==> src/rtl/usync_gen.sv <==
module usync_gen #(
  parameter int PW = 15,
  parameter int LW = 15,
  parameter int AW = 3
) (
  input  logic          clk,
  input  logic          rst_n,
  input  logic [PW-1:0] samples_per_line,
  input  logic [LW-1:0] lines_per_field,
  input  logic          interlaced,
  input  logic          reg_wr,
  input  logic [AW-1:0] reg_addr,
  input  logic [15:0]   reg_wdata,
  output logic [15:0]   reg_rdata,
  output logic [PW-1:0] h_pos,
  output logic [LW-1:0] v_line,
  output logic          field_even,
  output logic          sync_out
);
  localparam int DW = 16;
  localparam logic [3:0] CTL_RST = 4'b1000;

  logic [LW-1:0] sh_vs, sh_ve, a_vs, a_ve;
  logic [PW-1:0] sh_hs, sh_he, a_hs, a_he;
  logic [3:0]    sh_ctl, a_ctl;
  logic          line_end, field_end, frame_end;
  logic          v_win, h_win, merged;
  logic [PW-1:0] last_pix;

  assign last_pix  = samples_per_line - 1'b1;
  assign line_end  = h_pos >= last_pix;
  assign field_end = line_end && (v_line >= lines_per_field);
  assign frame_end = field_end && (!interlaced || field_even);

  assign v_win = (a_vs < a_ve) && (a_ve <= lines_per_field) &&
                 (v_line >= a_vs) && (v_line < a_ve);
  assign h_win = (a_hs < a_he) && (a_he <= samples_per_line) &&
                 (h_pos >= a_hs) && (h_pos < a_he);

  always_comb begin
    if (a_ctl[2])      merged = h_win & v_win;
    else if (a_ctl[1]) merged = h_win | v_win;
    else if (a_ctl[0]) merged = h_win ^ v_win;
    else               merged = v_win;
  end

  always_ff @(posedge clk) begin
    if (!rst_n) begin
      sh_vs <= '0; sh_ve <= '0; sh_hs <= '0; sh_he <= '0; sh_ctl <= CTL_RST;
    end else if (reg_wr) begin
      case (reg_addr)
        3'd0: sh_vs <= reg_wdata[LW-1:0];
        3'd1: sh_ve <= reg_wdata[LW-1:0];
        3'd2: sh_hs <= reg_wdata[PW-1:0];
        3'd3: sh_he <= reg_wdata[PW-1:0];
        3'd4: sh_ctl <= reg_wdata[3:0];
        default: ;
      endcase
    end
  end

  always_ff @(posedge clk) begin
    if (!rst_n) begin
      a_vs <= '0; a_ve <= '0; a_hs <= '0; a_he <= '0; a_ctl <= CTL_RST;
    end else if (frame_end) begin
      a_vs <= sh_vs; a_ve <= sh_ve; a_hs <= sh_hs; a_he <= sh_he; a_ctl <= sh_ctl;
    end
  end

  always_ff @(posedge clk) begin
    if (!rst_n) begin
      h_pos      <= '0;
      v_line     <= LW'(1);
      field_even <= 1'b0;
      sync_out   <= 1'b1;
    end else begin
      h_pos <= line_end ? '0 : h_pos + 1'b1;
      if (field_end) begin
        v_line     <= LW'(1);
        field_even <= interlaced & ~field_even;
      end else if (line_end) begin
        v_line <= v_line + 1'b1;
      end
      sync_out <= a_ctl[3] ? ~merged : merged;
    end
  end

  always_comb begin
    case (reg_addr)
      3'd0:    reg_rdata = {{(DW-LW){1'b0}}, sh_vs};
      3'd1:    reg_rdata = {{(DW-LW){1'b0}}, sh_ve};
      3'd2:    reg_rdata = {{(DW-PW){1'b0}}, sh_hs};
      3'd3:    reg_rdata = {{(DW-PW){1'b0}}, sh_he};
      3'd4:    reg_rdata = {12'b0, sh_ctl};
      default: reg_rdata = '0;
    endcase
  end
endmodule


==> config.mk <==
export PLATFORM = sky130hd
export DESIGN_NAME = usync_gen
export DESIGN_NICKNAME = d
export VERILOG_FILES = /design/src/rtl/usync_gen.sv
export SDC_FILE = /design/constraint.sdc
export NUM_CORES = 1
export LEC_CHECK = 0
export ABC_AREA = 0
export CAP_MARGIN = 5
export CORE_ASPECT_RATIO = 1.2
export CORE_MARGIN = 3
export CORE_UTILIZATION = 50
export DETAILED_ROUTE_END_ITERATION = 8
export PLACE_DENSITY = 0.71
export REMOVE_ABC_BUFFERS = 1
export SYNTH_ARGS = -nofsm -noshare
export SYNTH_HDL_FRONTEND = slang
export SYNTH_SLANG_ARGS = --single-unit
==> constraint.sdc <==
create_clock -name clk -period 3.7 [get_ports clk]
set_input_delay 0.555 -clock clk [delete_from_list [all_inputs] [get_ports clk]]
set_output_delay 0.555 -clock clk [all_outputs]
set_load 0.005 [all_outputs]
==> results of run 1 <==
per-stage QoR:
step | cell area, µm² | setup WS (ps)
floorplan | 10300 | -1430
global placement | 12300 | -468
CTS | 12900 | 9.25
detailed placement | 12300 | -521
finish | 13100 | 141
global route | 13100 | -36.6
critical path, stage by stage:
cell            delay (ps)
dlymetal6s2s_1         140
or3_4                  410
nor3_4                 210
nand2_2                110
nor4_4                 300
nand2_1                130
nor4_2                 310
xnor2_1                120
ha_1                   300
nand4_1                140
nor2_1                 160
a21oi_2                100
buf_12                 140
buf_12                 150
or4_1                  500
a21oi_1                150
cell usage after synthesis, types with 2 or more instances:
master / n / area, µm²
or4_1: 5 / 37.5
nor2_1: 47 / 176
o21bai_1: 2 / 15.0
ha_1: 151 / 1890
a211oi_1: 9 / 67.6
nand4_1: 28 / 175
clkbuf_1: 36 / 135
o21ai_1: 4 / 20.0
xnor2_1: 20 / 175
o21ai_0: 27 / 135
nand3_1: 20 / 100
mux2i_1: 77 / 771
a21oi_1: 48 / 240
o31ai_1: 8 / 60.1
dfxtp_1: 160 / 3200
a21boi_0: 60 / 450
and4_1: 3 / 26.3
nor2b_1: 26 / 163
or3_1: 12 / 75.1
nand2b_1: 10 / 62.6
mux4_2: 11 / 248
nand2_1: 277 / 1040
a211oi_2: 3 / 37.5
o22ai_1: 5 / 31.3
a21o_1: 32 / 240
buf_4: 2 / 15.0
nor4_2: 2 / 25.0
xor2_1: 7 / 61.3
and2_1: 3 / 18.8
nor4_1: 4 / 25.0
o211ai_1: 3 / 22.5
a2111oi_0: 4 / 35.0
o21a_1: 9 / 67.6
and3_1: 8 / 50.1
nor3_1: 10 / 50.1
buf_12: 6 / 120
inv_1: 98 / 368
buf_2: 8 / 40.0
cells by family after synthesis:
logic type	after synthesis
adder cells (fa/ha/maj)	151
multiplexers	88
flip-flops	160
buffers and inverters	151
AND/OR/NAND/NOR	461
XOR/XNOR	27
AO/OA/AOI/OAI	225
other	1
state kept, by name (all words and copies together) (netlist names):
name,cells
sh_he,15
sh_ctl,4
sh_hs,15
a_vs,15
a_hs,15
v_line,15
h_pos,15
field_even,1
a_ctl,4
sync_out,1
sh_ve,15
a_ve,15
a_he,15
sh_vs,15
path summary, 6_finish.rpt:
check	end	startpoint	cells past startpoint	slack, ps
max reg2reg	sync_out$_SDFF_PN1_	a_he[0]$_SDFFE_PN0P_	16	220
min reg2reg	a_he[13]$_SDFFE_PN0P_	sh_he[13]$_SDFFE_PN0P_	2	480
min	a_he[13]$_SDFFE_PN0P_	sh_he[13]$_SDFFE_PN0P_	2	480
max	v_line[12]$_SDFFE_PP0P_	samples_per_line[4]	16	140
per-layer routing:
layer	up-vias	wire, µm
met2	202	14400
met3	56	1160
li1	4667	-
met4	0	762
met5	-	0
met1	4425	11900
timing repair:
item | 4_1_cts | 5_1_grt
buffers inserted | 0 | 2
setup endpoints to repair | 1 | 76
hold buffers | 0 | 0
hold endpoints to repair | 0 | 0
resized for setup | 1 | 44
pin swaps | 1 | 26
report_power, final:
part	switching, mW	total [mW]	internal, mW	leakage [nW]
registers	0.0207	1.76	1.74	1.29
logic	0.177	0.349	0.172	3.75
clock network	0.786	1.75	0.968	0.287
total	0.983	3.86	2.88	5.33
area by class of cell:
class	count	area, µm²	area share
sequential	160	3210	0.245
antenna	1	2.50	0.000191
timing repair buffer	170	1680	0.128
clock inverter	14	149	0.0114
inverter	98	368	0.0281
multi-input combinational	953	6910	0.528
clock buffer	18	439	0.0336
tap	265	332	0.0253
==> results.ini, run 1 <==
[timing]
clock_skew_ps = 9.75
whs_ps = 481
rsz0062_at_grt = yes
hold_viol = 0
slew_viol_final = 0
finalSetupTns_ps = 0
fin_crit_ps = 3560
max_freq_ghz = 0.281
timing.final.crit_share = 0.962
setup_violations = 0
worstMarginPinSlew_ps = 845
slew-limit-headroom = 0.435

[logic_synthesis]
synth_top_family_by_area = simple AND/OR/NAND/NOR gates
synth_xor_area_frac = 0.0222
synth_ff_type = dfxtp_1
syn_area_um2 = 10700
ys_warn_count = 0
synth_cells = 1264
avgSynthCellArea_um2 = 8.44
synthSimpleGateAreaFrac = 0.196
synth_fa_ha_area_frac = 0.177
synth_cell_types = 57
synth_edf_count = 0
async_flop_share = 0
ys_seq_area_frac = 0.300
muxShareOfSynthArea = 0.0955
synth-seq-cells = 160
synth_compound_area_frac = 0.144

[global_route]
grt_util_met1 = 0.293
use_met2 = 0.434
grt_max_degree = 87
first_global_vias = 9265
gr-total-overflow = 0
met3_usage = 0.0291
track_usage = 0.241
top_usage_layer = met2
grt_first_pass_wirelength_mm = 45.9
antenna_found_initial = 0

[die]
dieWidth_um = 139
fp.dieArea_um2 = 23100
ioPinCount = 101
die_h_um = 166
start_util = 0.517
core_area_um2 = 20600
rows = 57

[route]
totalWireLength_mm = 28.2
drtIter0Drc = 458
wl_per_cell_um = 16.8
ant_nets = 0
drc = 0
num_vias = 9350
drt-pass1-iter-count = 5
vias_per_cell = 5.57

[cts]
clockRootBuffer = clkbuf_16
htree_num_levels = 4
clk_latency_ps = 430
cts_tree = done
numCtsBuffers = 17
path_clk_slew_ps = 70
cts_sinks = 160
clk_path_buf_depth = 2

[layout]
area_growth_pct = 22.8
final_nets = 1604
final_common_cell = nand2_1
fill_cells = 1759
utilization = 0.635
fin_cells = 1679
final_cell_mix = nand2_1 (276), dfxtp_1 (158), ha_1 (146)
final_layout_size_suffix_gt1_frac = 0.109

[power]
power_per_cell_area_nw_per_um2 = 295
ir_worst_vdd_mv = 0.341
finalPower_mw = 3.86
power_leakage_nw = 5.33

[run_status]
status = finished clean

[worst_hold_path]
min_path_type = register to register

[worst_setup_path]
cp-end-kind = register
critical_path_class = primary input to register
worst-endpoint-arrival_ps = 3920
cp-start-kind = primary input
cp.required_ps = 4060
critPathMaxFanout = 28

[placed_design]
dpl.hpwl_mm = 21.6
dp_cells = 1644
place.gp.congestion = 0.912
portBuffers = 98

[run]
maxCapViolCount = 0

Note: power is estimated with default switching activity, not from simulation.
==> run 2: changes to the inputs <==
--- a/config.mk
+++ b/config.mk
@@ -8,7 +8,7 @@
 export ABC_AREA = 0
 export CAP_MARGIN = 5
 export CORE_ASPECT_RATIO = 1.2
-export CORE_MARGIN = 3
+export CORE_MARGIN = 2
 export CORE_UTILIZATION = 50
 export DETAILED_ROUTE_END_ITERATION = 8
 export PLACE_DENSITY = 0.71
==> results.ini, run 2 (same netlist as run 1, synthesis figures left out) <==
[placed_design]
place.gp.congestion = 0.899  ; -1.4%
portBuffers = 98  ; unchanged
dpl.hpwl_mm = 21.5  ; -0.39%
dp_cells = 1653  ; +0.55%

[route]
drc = 0  ; unchanged
totalWireLength_mm = 28.0  ; -0.89%
drtIter0Drc = 511  ; +12%
num_vias = 9320  ; -0.32%
wl_per_cell_um = 16.6  ; -1.4%
vias_per_cell = 5.52  ; -0.85%
ant_nets = 0  ; unchanged
drt-pass1-iter-count = 5  ; unchanged

[worst_hold_path]
min_path_type = register to register

[power]
clkPwrFrac = 0.440  ; -0.014
power_leakage_nw = 5.25  ; -1.5%
power_per_cell_area_nw_per_um2 = 291  ; -1.4%
pwr-share-comb = 0.092  ; +0.002
p_int_mw = 2.80  ; -2.8%
p_switching_mw = 0.966  ; -1.8%
power.share.switching = 0.257  ; +0.00195
sequentialPowerShare = 0.468  ; +0.012
ir_worst_vdd_mv = 0.326  ; -4.3%

[worst_setup_path]
path_cells = clkdlybuf4s50_1, inv_1, ha_1, a21o_1, a21o_1, a21oi_1, o22ai_1, or4_1, a211oi_2, nand4_1, ha_1, a21oi_2, a21oi_1, o21bai_1, o311ai_0, o21ai_0, a211oi_2
critPathMaxFanout = 3  ; -89%
cp-end-kind = register
critPathMaxStageDelay_ps = 540  ; +40 ps
cp_slowest_cell = or4_1
critical_path_class = primary input to register
cp.required_ps = 4010  ; -50 ps
cp-start-kind = primary input
worst-endpoint-arrival_ps = 4010  ; +90 ps

[run_status]
status = complete, but fails checks
failed_checks = setup timing

[timing]
setup_ws_ps = -2.65  ; -144 ps
max_freq_ghz = 0.270  ; -3.9%
slew_viol_final = 0  ; unchanged
rsz0062_at_grt = yes
slew-limit-headroom = 0.392  ; -0.0432
setup_violations = 1  ; +1
clock_skew_ps = 14.4  ; +4.67 ps
finalSetupTns_ps = -2.65  ; -2.65 ps
hold_viol = 0  ; unchanged
fin_crit_ps = 3700  ; +144 ps
timing.final.crit_share = 1.00  ; +0.0389
worstMarginPinSlew_ps = 890  ; +44.2 ps

[layout]
final_nets = 1609  ; +0.31%
final_cell_mix = nand2_1 (276), dfxtp_1 (160), ha_1 (151)
final_common_cell = nand2_1
insertedDiodeCount = 0  ; -1
area_growth_pct = 21.4
fin_cells = 1688  ; +0.54%
final_layout_size_suffix_gt1_frac = 0.0994  ; -0.00955

[global_route]
gr-total-overflow = 0  ; unchanged
grt_first_pass_wirelength_mm = 44.2  ; -3.7%
grt_max_degree = 89  ; +2.3%
antenna_found_initial = 1  ; +1
track_usage = 0.252  ; +0.0107
first_global_vias = 8913  ; -3.8%

[cts]
path_clk_slew_ps = 70  ; about the same
clk_latency_ps = 440  ; about the same
cts_sinks = 160  ; unchanged
clockRootBuffer = clkbuf_16
cts_tree = done
htree_num_levels = 4  ; unchanged
numCtsBuffers = 17  ; unchanged
postCtsHoldBufs = 0  ; unchanged
clk_path_buf_depth = 2  ; unchanged

[die]
fp.dieArea_um2 = 22500  ; -2.6%
die_h_um = 164  ; -1.2%
core_area_um2 = 21000  ; +1.8%
start_util = 0.508  ; -0.00892
dieWidth_um = 137  ; -1.4%
rows = 58  ; +1.8%
ioPinCount = 101  ; unchanged

[run]
maxCapViolCount = 0  ; unchanged

-- run 2: cell count changes in the layout (fill, tap and decap cells not counted), sizes merged, moves of 2 or more --
cell / change
clkdlybuf4s50: +9
clkinv: -2
dlymetal6s2s: -8
buf: +5
clkinvlp: +3
-- run 2: cell type report --
cell class	count	area, µm²
timing repair buffer	175	1660
clock inverter	13	104
multi-input combinational	953	6830
clock buffer	19	443
tap	270	338
inverter	98	368
sequential	160	3200
fill	1845	8030
-- run 2: power by group through the flow --
stage / combinational [mW] / clock, mW / sequential (mW)
6_report: 0.348 / 1.66 / 1.76
5_1_grt: 0.382 / 1.73 / 1.76
4_1_cts: 0.345 / 1.66 / 1.76
3_5_place_dp: 0.343 / 0 / 1.80
3_3_place_gp: 0.336 / 0 / 1.80
2_1_floorplan: 0.139 / 0 / 1.79
-- run 2: final timing paths --
| path | start | to | slack [ps] | depth (start not counted) |
|---|---|---|---|---|
| max | samples_per_line[12] | sync_out$_SDFF_PN1_ | -3 | 17 |
| max reg2reg | v_line[0]$_SDFFE_PP1P_ | sync_out$_SDFF_PN1_ | 150 | 16 |
| min reg2reg | sh_he[12]$_SDFFE_PN0P_ | sh_he[12]$_SDFFE_PN0P_ | 480 | 2 |
| min | sh_he[12]$_SDFFE_PN0P_ | sh_he[12]$_SDFFE_PN0P_ | 480 | 2 |
-- run 2: timing repair --
| action | in CTS | in global routing |
|---|---|---|
| setup endpoints to repair | 0 | 82 |
| gates resized for setup | 0 | 17 |
| buffers inserted | 0 | 3 |
| endpoints found under the hold margin | 0 | 0 |
-- run 2: through the flow --
step	power [mW]	util	area, µm²	hold slack [ps]	setup slack (ps)
after floorplan	1.93	-	10300	446	-1430
after global placement	2.14	0.587	12300	462	-377
after detailed placement	2.14	0.587	12300	472	-420
after CTS	3.77	0.613	12900	480	5.93
after global routing	3.88	0.617	12900	491	-152
final	3.77	0.617	12900	479	-2.65
-- run 2: metal layers --
metal | global-route usage | up-vias | share of wire
li1 | - | 4657 | -
met1 | 0.308 | 4370 | 0.43
met2 | 0.445 | 238 | 0.50
met3 | 0.0312 | 53 | 0.042
met4 | 0.102 | 2 | 0.030
met5 | 0 | - | 0.00046
-- run 2: worst max-delay path, delay by kind of cell --
family,cells,cell delay (ps)
AND/OR/NAND/NOR,2,680
adder cells (fa/ha/maj),2,630
AO/OA/AOI/OAI,11,1580
buffers and inverters,2,540
